**src/rtl/wtu_pkg.sv**
```systemverilog
// Shared types for the write-through write-update snooping cache.
package wtu_pkg;

    // Controller states; one bus operation at most is outstanding.
    typedef enum logic [2:0] {
        ST_IDLE,
        ST_RD_REQ,
        ST_RD_WAIT,
        ST_WR_REQ,
        ST_WR_ECHO
    } wtu_state_e;

endpackage

```
**src/rtl/wtu_line_store.sv**
```systemverilog
// Line storage: LINES one-word lines, each with a valid bit and a tag.
// Assumes: LINES is a power of two, and IDX_W equals $clog2(LINES).
// Two read ports: one for core lookup, one for snoop tag compare.
// Two write ports: fill (sets valid, tag, data) and update (data only).
// The caller keeps fill and update off the same line in one cycle.
module wtu_line_store #(
    parameter int LINES = 16,
    parameter int IDX_W = 4,
    parameter int TAG_W = 12,
    parameter int DW    = 32
) (
    input  logic             clk,
    input  logic             rst_n,
    input  logic [IDX_W-1:0] look_idx,
    output logic             look_v,
    output logic [TAG_W-1:0] look_tag,
    output logic [DW-1:0]    look_data,
    input  logic [IDX_W-1:0] snp_idx,
    output logic             snp_v,
    output logic [TAG_W-1:0] snp_tag,
    input  logic             fill_en,
    input  logic [IDX_W-1:0] fill_idx,
    input  logic [TAG_W-1:0] fill_tag,
    input  logic [DW-1:0]    fill_data,
    input  logic             upd_en,
    input  logic [IDX_W-1:0] upd_idx,
    input  logic [DW-1:0]    upd_data
);

    logic             line_v    [LINES];
    logic [TAG_W-1:0] line_tag  [LINES];
    logic [DW-1:0]    line_data [LINES];

    for (genvar g = 0; g < LINES; g++) begin : g_line
        logic             v_q;
        logic [TAG_W-1:0] t_q;
        logic [DW-1:0]    d_q;
        logic             fill_me;
        logic             upd_me;

        assign fill_me = fill_en && (fill_idx == IDX_W'(g));
        assign upd_me  = upd_en  && (upd_idx  == IDX_W'(g));

        // Hold one line; a fill installs it, an update rewrites its word.
        always_ff @(posedge clk) begin
            if (!rst_n) begin
                v_q <= 1'b0;
                t_q <= '0;
                d_q <= '0;
            end else begin
                if (fill_me) begin
                    v_q <= 1'b1;
                    t_q <= fill_tag;
                    d_q <= fill_data;
                end
                if (upd_me) begin
                    d_q <= upd_data;
                end
            end
        end

        assign line_v[g]    = v_q;
        assign line_tag[g]  = t_q;
        assign line_data[g] = d_q;
    end

    assign look_v    = line_v[look_idx];
    assign look_tag  = line_tag[look_idx];
    assign look_data = line_data[look_idx];
    assign snp_v     = line_v[snp_idx];
    assign snp_tag   = line_tag[snp_idx];

endmodule

```
**src/rtl/wtu_fill_merge.sv**
```systemverilog
// Fill merge: tracks snooped writes to the address of an in-flight fill.
// The newest one replaces the memory response.
// Assumes: clear is high while the read waits for a grant, and watch is
// high from the cycle after the grant up to and including the response.
module wtu_fill_merge #(
    parameter int AW = 16,
    parameter int DW = 32
) (
    input  logic          clk,
    input  logic          rst_n,
    input  logic          clear,
    input  logic          watch,
    input  logic [AW-1:0] tgt_addr,
    input  logic          snp_valid,
    input  logic          snp_we,
    input  logic [AW-1:0] snp_addr,
    input  logic [DW-1:0] snp_data,
    input  logic [DW-1:0] mem_rdata,
    output logic [DW-1:0] merged
);

    logic          same_now;
    logic          pend_v;
    logic [DW-1:0] pend_d;

    assign same_now = snp_valid && snp_we && (snp_addr == tgt_addr);

    // Remember the latest snooped write to the fill address.
    always_ff @(posedge clk) begin
        if (!rst_n) begin
            pend_v <= 1'b0;
            pend_d <= '0;
        end else if (clear) begin
            pend_v <= 1'b0;
        end else if (watch && same_now) begin
            pend_v <= 1'b1;
            pend_d <= snp_data;
        end
    end

    // Choose the newest value: this cycle's snoop, then a stored one, then memory.
    always_comb begin
        if (watch && same_now) begin
            merged = snp_data;
        end else if (pend_v) begin
            merged = pend_d;
        end else begin
            merged = mem_rdata;
        end
    end

endmodule

```
**src/rtl/wtu_ctrl.sv**
```systemverilog
// Controller: sequences core loads and stores onto the bus.
// Assumes: the core holds core_req until core_done and then drops it or
// presents its next operation; a granted write reappears on the snoop
// port exactly one cycle after the grant.
module wtu_ctrl
    import wtu_pkg::*;
(
    input  logic clk,
    input  logic rst_n,
    input  logic core_req,
    input  logic core_we,
    input  logic look_hit,
    input  logic bus_gnt,
    input  logic mem_rvalid,
    output logic bus_req,
    output logic drive,
    output logic drive_we,
    output logic core_done,
    output logic take_req,
    output logic fill_en,
    output logic fill_wait,
    output logic wait_clear
);

    wtu_state_e state_q;
    wtu_state_e state_d;

    // Next state and per-state outputs.
    always_comb begin
        state_d   = state_q;
        bus_req   = 1'b0;
        drive     = 1'b0;
        drive_we  = 1'b0;
        core_done = 1'b0;
        take_req  = 1'b0;
        fill_en   = 1'b0;
        case (state_q)
            ST_IDLE: begin
                if (core_req) begin
                    if (core_we) begin
                        take_req = 1'b1;
                        state_d  = ST_WR_REQ;
                    end else if (look_hit) begin
                        core_done = 1'b1;
                    end else begin
                        take_req = 1'b1;
                        state_d  = ST_RD_REQ;
                    end
                end
            end
            ST_RD_REQ: begin
                bus_req = 1'b1;
                if (bus_gnt) begin
                    drive   = 1'b1;
                    state_d = ST_RD_WAIT;
                end
            end
            ST_RD_WAIT: begin
                if (mem_rvalid) begin
                    fill_en   = 1'b1;
                    core_done = 1'b1;
                    state_d   = ST_IDLE;
                end
            end
            ST_WR_REQ: begin
                bus_req = 1'b1;
                if (bus_gnt) begin
                    drive    = 1'b1;
                    drive_we = 1'b1;
                    state_d  = ST_WR_ECHO;
                end
            end
            ST_WR_ECHO: begin
                core_done = 1'b1;
                state_d   = ST_IDLE;
            end
            default: state_d = ST_IDLE;
        endcase
    end

    // State register.
    always_ff @(posedge clk) begin
        if (!rst_n) begin
            state_q <= ST_IDLE;
        end else begin
            state_q <= state_d;
        end
    end

    assign fill_wait  = (state_q == ST_RD_WAIT);
    assign wait_clear = (state_q == ST_RD_REQ);

endmodule

```
**src/rtl/wtu_snoop_cache.sv**
```systemverilog
// Top: direct-mapped, one word per line, write-through with write-update
// snooping. Every store goes to the bus. All cached copies, including this
// one, change only when a write is seen on the snoop port.
// Assumes: LINES is a power of two, at least 2, and smaller than 2**AW.
module wtu_snoop_cache #(
    parameter int AW    = 16,
    parameter int DW    = 32,
    parameter int LINES = 16
) (
    input  logic          clk,
    input  logic          rst_n,
    input  logic          core_req,
    input  logic          core_we,
    input  logic [AW-1:0] core_addr,
    input  logic [DW-1:0] core_wdata,
    output logic          core_done,
    output logic [DW-1:0] core_rdata,
    output logic          bus_req,
    input  logic          bus_gnt,
    output logic          bus_out_valid,
    output logic          bus_out_we,
    output logic [AW-1:0] bus_out_addr,
    output logic [DW-1:0] bus_out_data,
    input  logic          snp_valid,
    input  logic          snp_we,
    input  logic [AW-1:0] snp_addr,
    input  logic [DW-1:0] snp_data,
    input  logic          mem_rvalid,
    input  logic [DW-1:0] mem_rdata
);

    localparam int IDX_W = $clog2(LINES);
    localparam int TAG_W = AW - IDX_W;

    logic [AW-1:0]    req_addr_q;
    logic [DW-1:0]    req_data_q;
    logic             look_v;
    logic [TAG_W-1:0] look_tag;
    logic [DW-1:0]    look_data;
    logic             look_hit;
    logic             snp_v;
    logic [TAG_W-1:0] snp_tag;
    logic             snp_line_hit;
    logic             upd_en;
    logic             take_req;
    logic             fill_en;
    logic             fill_wait;
    logic             wait_clear;
    logic             drive;
    logic             drive_we;
    logic [DW-1:0]    merged;

    // Capture the operation handed to the bus.
    always_ff @(posedge clk) begin
        if (!rst_n) begin
            req_addr_q <= '0;
            req_data_q <= '0;
        end else if (take_req) begin
            req_addr_q <= core_addr;
            req_data_q <= core_wdata;
        end
    end

    assign look_hit = look_v && (look_tag == core_addr[AW-1:IDX_W]);

    // A snooped write touches only a resident line. A line that is being
    // refilled this cycle belongs to the new address, which the merge covers.
    assign snp_line_hit = snp_valid && snp_we && snp_v
                          && (snp_tag == snp_addr[AW-1:IDX_W]);
    assign upd_en = snp_line_hit
                    && !(fill_en && (req_addr_q[IDX_W-1:0] == snp_addr[IDX_W-1:0]));

    wtu_line_store #(
        .LINES (LINES),
        .IDX_W (IDX_W),
        .TAG_W (TAG_W),
        .DW    (DW)
    ) u_store (
        .clk       (clk),
        .rst_n     (rst_n),
        .look_idx  (core_addr[IDX_W-1:0]),
        .look_v    (look_v),
        .look_tag  (look_tag),
        .look_data (look_data),
        .snp_idx   (snp_addr[IDX_W-1:0]),
        .snp_v     (snp_v),
        .snp_tag   (snp_tag),
        .fill_en   (fill_en),
        .fill_idx  (req_addr_q[IDX_W-1:0]),
        .fill_tag  (req_addr_q[AW-1:IDX_W]),
        .fill_data (merged),
        .upd_en    (upd_en),
        .upd_idx   (snp_addr[IDX_W-1:0]),
        .upd_data  (snp_data)
    );

    wtu_fill_merge #(
        .AW (AW),
        .DW (DW)
    ) u_merge (
        .clk       (clk),
        .rst_n     (rst_n),
        .clear     (wait_clear),
        .watch     (fill_wait),
        .tgt_addr  (req_addr_q),
        .snp_valid (snp_valid),
        .snp_we    (snp_we),
        .snp_addr  (snp_addr),
        .snp_data  (snp_data),
        .mem_rdata (mem_rdata),
        .merged    (merged)
    );

    wtu_ctrl u_ctrl (
        .clk        (clk),
        .rst_n      (rst_n),
        .core_req   (core_req),
        .core_we    (core_we),
        .look_hit   (look_hit),
        .bus_gnt    (bus_gnt),
        .mem_rvalid (mem_rvalid),
        .bus_req    (bus_req),
        .drive      (drive),
        .drive_we   (drive_we),
        .core_done  (core_done),
        .take_req   (take_req),
        .fill_en    (fill_en),
        .fill_wait  (fill_wait),
        .wait_clear (wait_clear)
    );

    assign bus_out_valid = drive;
    assign bus_out_we    = drive_we;
    assign bus_out_addr  = req_addr_q;
    assign bus_out_data  = req_data_q;
    assign core_rdata    = fill_wait ? merged : look_data;

endmodule

```
**config.mk**
```make
export PLATFORM = sky130hd
export DESIGN_NAME = wtu_snoop_cache
export DESIGN_NICKNAME = d
export VERILOG_FILES = /design/src/rtl/wtu_pkg.sv /design/src/rtl/wtu_line_store.sv /design/src/rtl/wtu_fill_merge.sv /design/src/rtl/wtu_ctrl.sv /design/src/rtl/wtu_snoop_cache.sv
export SDC_FILE = /design/constraint.sdc
export NUM_CORES = 2
export LEC_CHECK = 0
export BUFFER_PORTS_ARGS = -buffer_cell sky130_fd_sc_hd__buf_2
export CAP_MARGIN = 0
export CORE_MARGIN = 1
export CORE_UTILIZATION = 45
export DETAILED_ROUTE_END_ITERATION = 10
export PLACE_DENSITY = 0.64
export SLEW_MARGIN = 5
export SYNTH_ARGS = -nofsm -noshare
export SYNTH_HDL_FRONTEND = slang
export SYNTH_SLANG_ARGS = --single-unit
```
**constraint.sdc**
```tcl
create_clock -name clk -period 4 [get_ports clk]
set_input_delay 0 -clock clk [delete_from_list [all_inputs] [get_ports clk]]
set_output_delay 0 -clock clk [all_outputs]
set_load 0.01 [all_outputs]
```
======== After elaboration in Yosys (flattened, before gate mapping) ========
Cells that the tools add are included.
word-level totals
  flip-flop bits (word level) ............. 804
  output and inout port bits .............. 84
  logic and storage cells ................. 237
operators by class
  order comparisons ....................... 2
  eq/ne operators ......................... 43
  muxes and demuxes ....................... 71
  bitwise operators ....................... 4
  reductions and logical operators ........ 64
operator list
  cell                  count
  $mux W32              37
  $bmux W32 S4          1
  $bmux W12 S4          2
  $eq A4 B4 Y1 const B  16
  $mux W12              4
  $logic_and A1 B1 Y1   40
  $eq A4 B3 Y1 const B  8
  $reduce_bool A2 Y1    16
  $eq A12 B12 Y1        2
  $mux W3               6
  $mux W1               17
  $eq A16 B16 Y1        1
  $eq A4 B2 Y1 const B  4
  $pmux W3 S4           1
  $ge A5 B5 Y1 const B  2
  $not A4 Y5            2
  $bmux W1 S4           2
  $eq A4 B1 Y1 const B  2
  $logic_not A4 Y1      2
  $ne A2 B2 Y1 const B  4
  $eq A3 B2 Y1 const B  2
  $reduce_and A5 Y1     1
  $eq A4 B4 Y1          1
  $reduce_or A2 Y1      2
  other kinds (8)       9

======== Depth between registers and ports, before layout ========
  depth in word-level cells ............... 10
  depth in mapped cells ................... 14
  depth with buffers taken out ............ 8

======== Cells and area by module ========
Synthesis repeated with hierarchy kept, for this count alone.
second synthesis, totals
  cell total of the unflattened synthesis .. 5126
  area, all modules ....................... 45117.0 um^2
modules (own cells, without submodules)
  module           instances  cells each  area an instance (um^2)  seq. area each (um^2)
  wtu_line_store   1          4627        40121.0                  14413.8
  wtu_snoop_cache  1          231         2491.1                   960.9
  wtu_fill_merge   1          237         2277.2                   660.6
  wtu_ctrl         1          31          227.7                    60.1

======== Least setup slack after synthesis ========
Ideal clock, no wire load.
  path type ............................... register to register
  from .................................... register req_addr_q[9] (netlist: bus_out_addr[9])
  to ...................................... register u_store.g_line[12].d_q[10]
  arrival time ............................ 2884 ps
  required time ........................... 3868 ps
  setup slack ............................. 984 ps
  cell stages (with the launch flop) ...... 13
  buffers on the path ..................... 5
  period minus slack after synthesis ...... 3016 ps
  cell sequence ........................... dfxtp_1 > clkbuf_1 > xor2_1 > or4_1 > or4_1 > clkbuf_1 > buf_4 > buf_4 > mux2i_1 > clkbuf_2 > o21ai_0 > nand2_1 > mux2i_1
between the ends
  cells in the longest elaborated chain, start to end .. 6
ends and longest elaborated chain
  item                      RTL line               text
  start: declaration        wtu_snoop_cache.sv:35  logic [AW-1:0] req_addr_q;
  start signal: assignment  wtu_snoop_cache.sv:59  req_addr_q <= core_addr;
  $eq A16 B16 Y1            wtu_fill_merge.sv:26   assign same_now = snp_valid && snp_we && (snp_addr == tgt_addr);
  $logic_and A1 B1 Y1       wtu_fill_merge.sv:26
  $logic_and A1 B1 Y1       wtu_fill_merge.sv:43   if (watch && same_now) begin
  $mux W32                  wtu_fill_merge.sv:43
  $mux W32                  wtu_line_store.sv:51   if (fill_me) begin
  $mux W32                  wtu_line_store.sv:56   if (upd_me) begin
  end signal: assignment    wtu_line_store.sv:54   d_q <= fill_data;
  end signal: assignment    wtu_line_store.sv:57   d_q <= upd_data;
  end: declaration          wtu_line_store.sv:37   logic [DW-1:0] d_q;
Every way passes these cells. The select of a mux whose other input is x is not followed.
A chain may end at the register's enable or synchronous reset.

======== Final worst setup path ========
  from .................................... register u_ctrl.state_q[2]
  to ...................................... output port core_rdata[30]
between the ends
  cells in the longest elaborated chain, start to end .. 4
ends and longest elaborated chain
  item                      RTL line                text
  start: declaration        wtu_ctrl.sv:25          wtu_state_e state_q;
  start signal: assignment  wtu_ctrl.sv:86          state_q <= state_d;
  $eq A3 B2 Y1 *            wtu_ctrl.sv:90          assign fill_wait = (state_q == ST_RD_WAIT);
  $logic_and A1 B1 Y1       wtu_fill_merge.sv:43
  $mux W32                  wtu_fill_merge.sv:43
  $mux W32 *                wtu_snoop_cache.sv:136  assign core_rdata = fill_wait ? merged : look_data;
  end: declaration          wtu_snoop_cache.sv:17   output logic [DW-1:0] core_rdata,
Mark *: on every way between the ends. The rest lies on a longest branch, timed or not.

==> flow_metrics.py <==
metrics = {
    "outcome": {
        "status": "finished clean",
    },
    "synthesis": {
        "synth_fa_ha_area_share_pct": 0,
        "synth_top_family_by_area": "multiplexers",
        "synth_compound_gate_area_share_pct": 9.84,
        "synth_xor_area_share_pct": 0.913,
        "synthCells": 4961,
        "synth_top_area_cell": "dfxtp_1",
        "yosys.cell_count.top_type": "nand2_1",
        "yosysUniqueCellTypes": 61,
        "synth-edff-count": 0,
        "async_reset_ff_share_pct": 0,
        "ys_seq_area_share_pct": 37.3,
        "synth_mux_area_share_pct": 29.8,
        "netlist_area_um2": 43200,
        "synth-simple-area-share_pct": 16.8,
        "ys.flop_type": "dfxtp_1",
        "netlist_top_cells_count": "nand2_1, dfxtp_1, mux2i_1",
        "synth_top_area_share_pct": 37.3,
        "syn-num-nets": 5097,
        "synth_area_leaders": "dfxtp_1, mux2i_1, nand2_1, mux4_2, o21ai_0",
        "synth-seq-cells": 804,
        "syn_area_per_cell_um2": 8.71,
        "yosysWarningCount": 0,
    },
    "sta": {
        "fmax_ghz": 0.259,
        "whs_ns": 0.117,
        "setup_tns_ns": 0,
        "rsz0062_at_grt": "no",
        "period_share_pct": 96.6,
        "finalSetupViolCount": 0,
        "maxSlewHeadroom_pct": 17.7,
        "tightest_slew_ns": 1.24,
        "final_hold_viol_count": 0,
        "fin_crit_ns": 3.86,
        "fin_skew_ns": 0.0229,
        "slew_violations": 0,
    },
    "setup_path": {
        "path_buf_inv": 3,
        "cp.required_ns": 4.00,
        "cp-start-kind": "register",
        "rr_endpoint": "bus_out_data[31]$_SDFFE_PN0P_",
        "crit_type": "register to primary output",
        "worst-r2r-cell-count": 10,
        "crit_cells": 9,
        "cp_max_fo": 42,
        "critPathSlowestCell": "or4_1",
        "startpoint": "u_ctrl.state_q[2]$_SDFFE_PN0P_",
        "r2r_start": "u_store.g_line[14].t_q[8]$_SDFFE_PN0P_",
        "cpPeakStageDelay_ns": 0.55,
        "crit_arrival_ns": 3.86,
        "path_delay_family": "simple AND/OR/NAND/NOR gates",
        "regToRegSetupSlack_ns": 0.42,
        "end_kind": "primary output",
        "crit_chain": "nor2_1 > nand2_4 > or4_1 > or4_4 > buf_12 > mux2i_1 > buf_4 > o21ai_0 > buf_2",
    },
    "drt": {
        "drt-wirelength-per-cell_um": 22.8,
        "routed_wl_mm": 145,
        "drt.antenna.violating_nets": 0,
        "num_vias": 37700,
        "drt_iter0_drc": 3914,
        "drtPass1Iterations": 6,
        "drc_errors": 0,
        "post_drt_via_cell_ratio": 5.90,
    },
    "grt": {
        "antenna_found_initial": 4,
        "grt_use_total_pct": 29.3,
        "grt_first_pass_wirelength_mm": 221,
        "grt_max_degree": 131,
        "grt_pass1_vias": 36200,
        "grt_overflow": 0,
    },
    "floorplan": {
        "fp.dieH_um": 312,
        "rows": 113,
        "num_io_pins": 220,
        "dieArea_um2": 97200,
        "core_um2": 95000,
        "die_w_um": 312,
        "floorplan.initialDensity_pct": 45.5,
    },
    "clock_tree": {
        "cts_buffer_depth": 3,
        "cts_made_buffers": 89,
        "cts-root-buf": "clkbuf_16",
        "htreeDepth": 3,
        "cts_tree": "built",
        "cts_sinks": 804,
        "postCtsSetupBuffers": 0,
        "clk_latency_ns": 0.67,
        "clk_pin_slew_worst_paths_ns": 0.06,
    },
    "min_path": {
        "hold_end": "bus_out_data[30]$_SDFFE_PN0P_",
        "holdCritPathClass": "input pin to register",
        "min-delay-start": "core_wdata[30]",
        "min_path_cells": 4,
    },
    "power": {
        "switching_power_mw": 4.65,
        "p_per_area_nw_per_um2": 372,
        "p_int_mw": 13.7,
        "seqPwrFrac_pct": 44.2,
        "worst_ir_drop_vdd_v": 0.000323,
        "p_sw_share_pct": 25.3,
        "power_frac_clock_pct": 47.2,
        "p_leak_nw": 21.4,
        "combPwrFrac_pct": 8.6,
    },
    "cells_and_area": {
        "fill_cells": 8778,
        "final_net_count": 5173,
        "design_area_um2": 49300,
        "final_layout_size_suffix_gt1_share_pct": 17.3,
        "area_growth_pct": 14.3,
        "final_core_util_pct": 51.9,
    },
    "placed_design": {
        "placed_cell_area_um2": 45500,
        "gp_congestion": 0.936,
        "port_buffers": 219,
        "place_hpwl_mm": 86.1,
    },
    "flow_run": {
        "cap_violations": 0,
    },
}
flip-flops by register name, summed over array words and instances, names as in the netlist:
name,flops
u_store.g_line.d_q,512
u_store.g_line.t_q,192
bus_out_addr,16
u_store.g_line.v_q,16
bus_out_data,32
u_ctrl.state_q,3
u_merge.pend_d,32
u_merge.pend_v,1
cell type report:
| type | count | area (µm²) | share of cell area, % |
|---|---|---|---|
| multi-input combinational | 3662 | 25000 | 50.7 |
| sequential | 804 | 16100 | 32.6 |
| timing repair buffer | 470 | 3540 | 7.17 |
| clock buffer | 135 | 2690 | 5.46 |
| tap | 1265 | 1580 | 3.21 |
| clock inverter | 30 | 379 | 0.768 |
| inverter | 10 | 45.0 | 0.0913 |
| antenna | 2 | 5.00 | 0.0101 |
logic make-up (layout without fill, tap and decap cells):
| logic type | Yosys count | in the layout |
|---|---|---|
| XOR/XNOR | 45 | 45 |
| AND/OR/NAND/NOR | 1813 | 1813 |
| AO/OA/AOI/OAI | 812 | 812 |
| buffers and inverters | 495 | 645 |
| multiplexers | 992 | 992 |
| flip-flops | 804 | 804 |
| other | 0 | 2 |
per-layer routing:
layer	global-route usage, %	routed length, µm
met5	0	0
met4	12.1	5870
met3	5.18	13100
met2	46.1	65400
met1	39.6	60900
worst max path at each step:
stage / slack, ns / to
floorplan: 0.98 / u_store.g_line[12].d_q[10]$_SDFFE_PN0P_
global placement: 0.32 / bus_out_addr[13]$_SDFFE_PN0P_
detailed placement: 0.28 / bus_out_data[27]$_SDFFE_PN0P_
CTS: 0.03 / core_rdata[13]
global route: 0.03 / core_rdata[3]
finish: 0.14 / core_rdata[30]
cells in the final DEF, fill, tap and decap left out, types with 24 or more instances in the layout:
cell type and n:
clkbuf_16 91, buf_2 213, nor2_1 105, mux4_2 226, clkbuf_8 25, a21oi_1 198, buf_4 146, mux2i_1 689
buf_12 25, dfxtp_1 803, nand2_1 1590, mux2_2 77, dlygate4sd3_1 82, xor2_1 24, o21ai_0 550
timing repair:
action | 4_1_cts | 5_1_grt
setup endpoints to repair | 0 | 1
hold endpoints to repair | 154 | 0
hold buffers | 82 | 0
gates resized for setup | 0 | 1
worst min-delay path, cell delays in order:
cell	delay, ns
dlygate4sd3_1	0.53
buf_2	0.12
nand2_1	0.04
mux2i_1	0.05
per-stage QoR:
step | worst slack (ns) | power, mW | std cells
floorplan | 0.984 | 9.19 | 4961
global placement | 0.317 | 9.78 | 6129
detailed placement | 0.282 | 9.79 | 6129
CTS | 0.0307 | 18.4 | 6376
global route | 0.0295 | 18.9 | 6377
finish | 0.136 | 18.4 | 6378
power groups by stage:
| stage | Combinational (mW) | Sequential, mW | Clock, mW |
|---|---|---|---|
| after floorplan | 0.892 | 8.30 | 0 |
| after global placement | 1.49 | 8.29 | 0 |
| after detailed placement | 1.50 | 8.29 | 0 |
| after CTS | 1.56 | 8.11 | 8.76 |
| after global routing | 1.67 | 8.12 | 9.09 |
| final | 1.58 | 8.12 | 8.68 |
(Power assumes the default switching activity.)
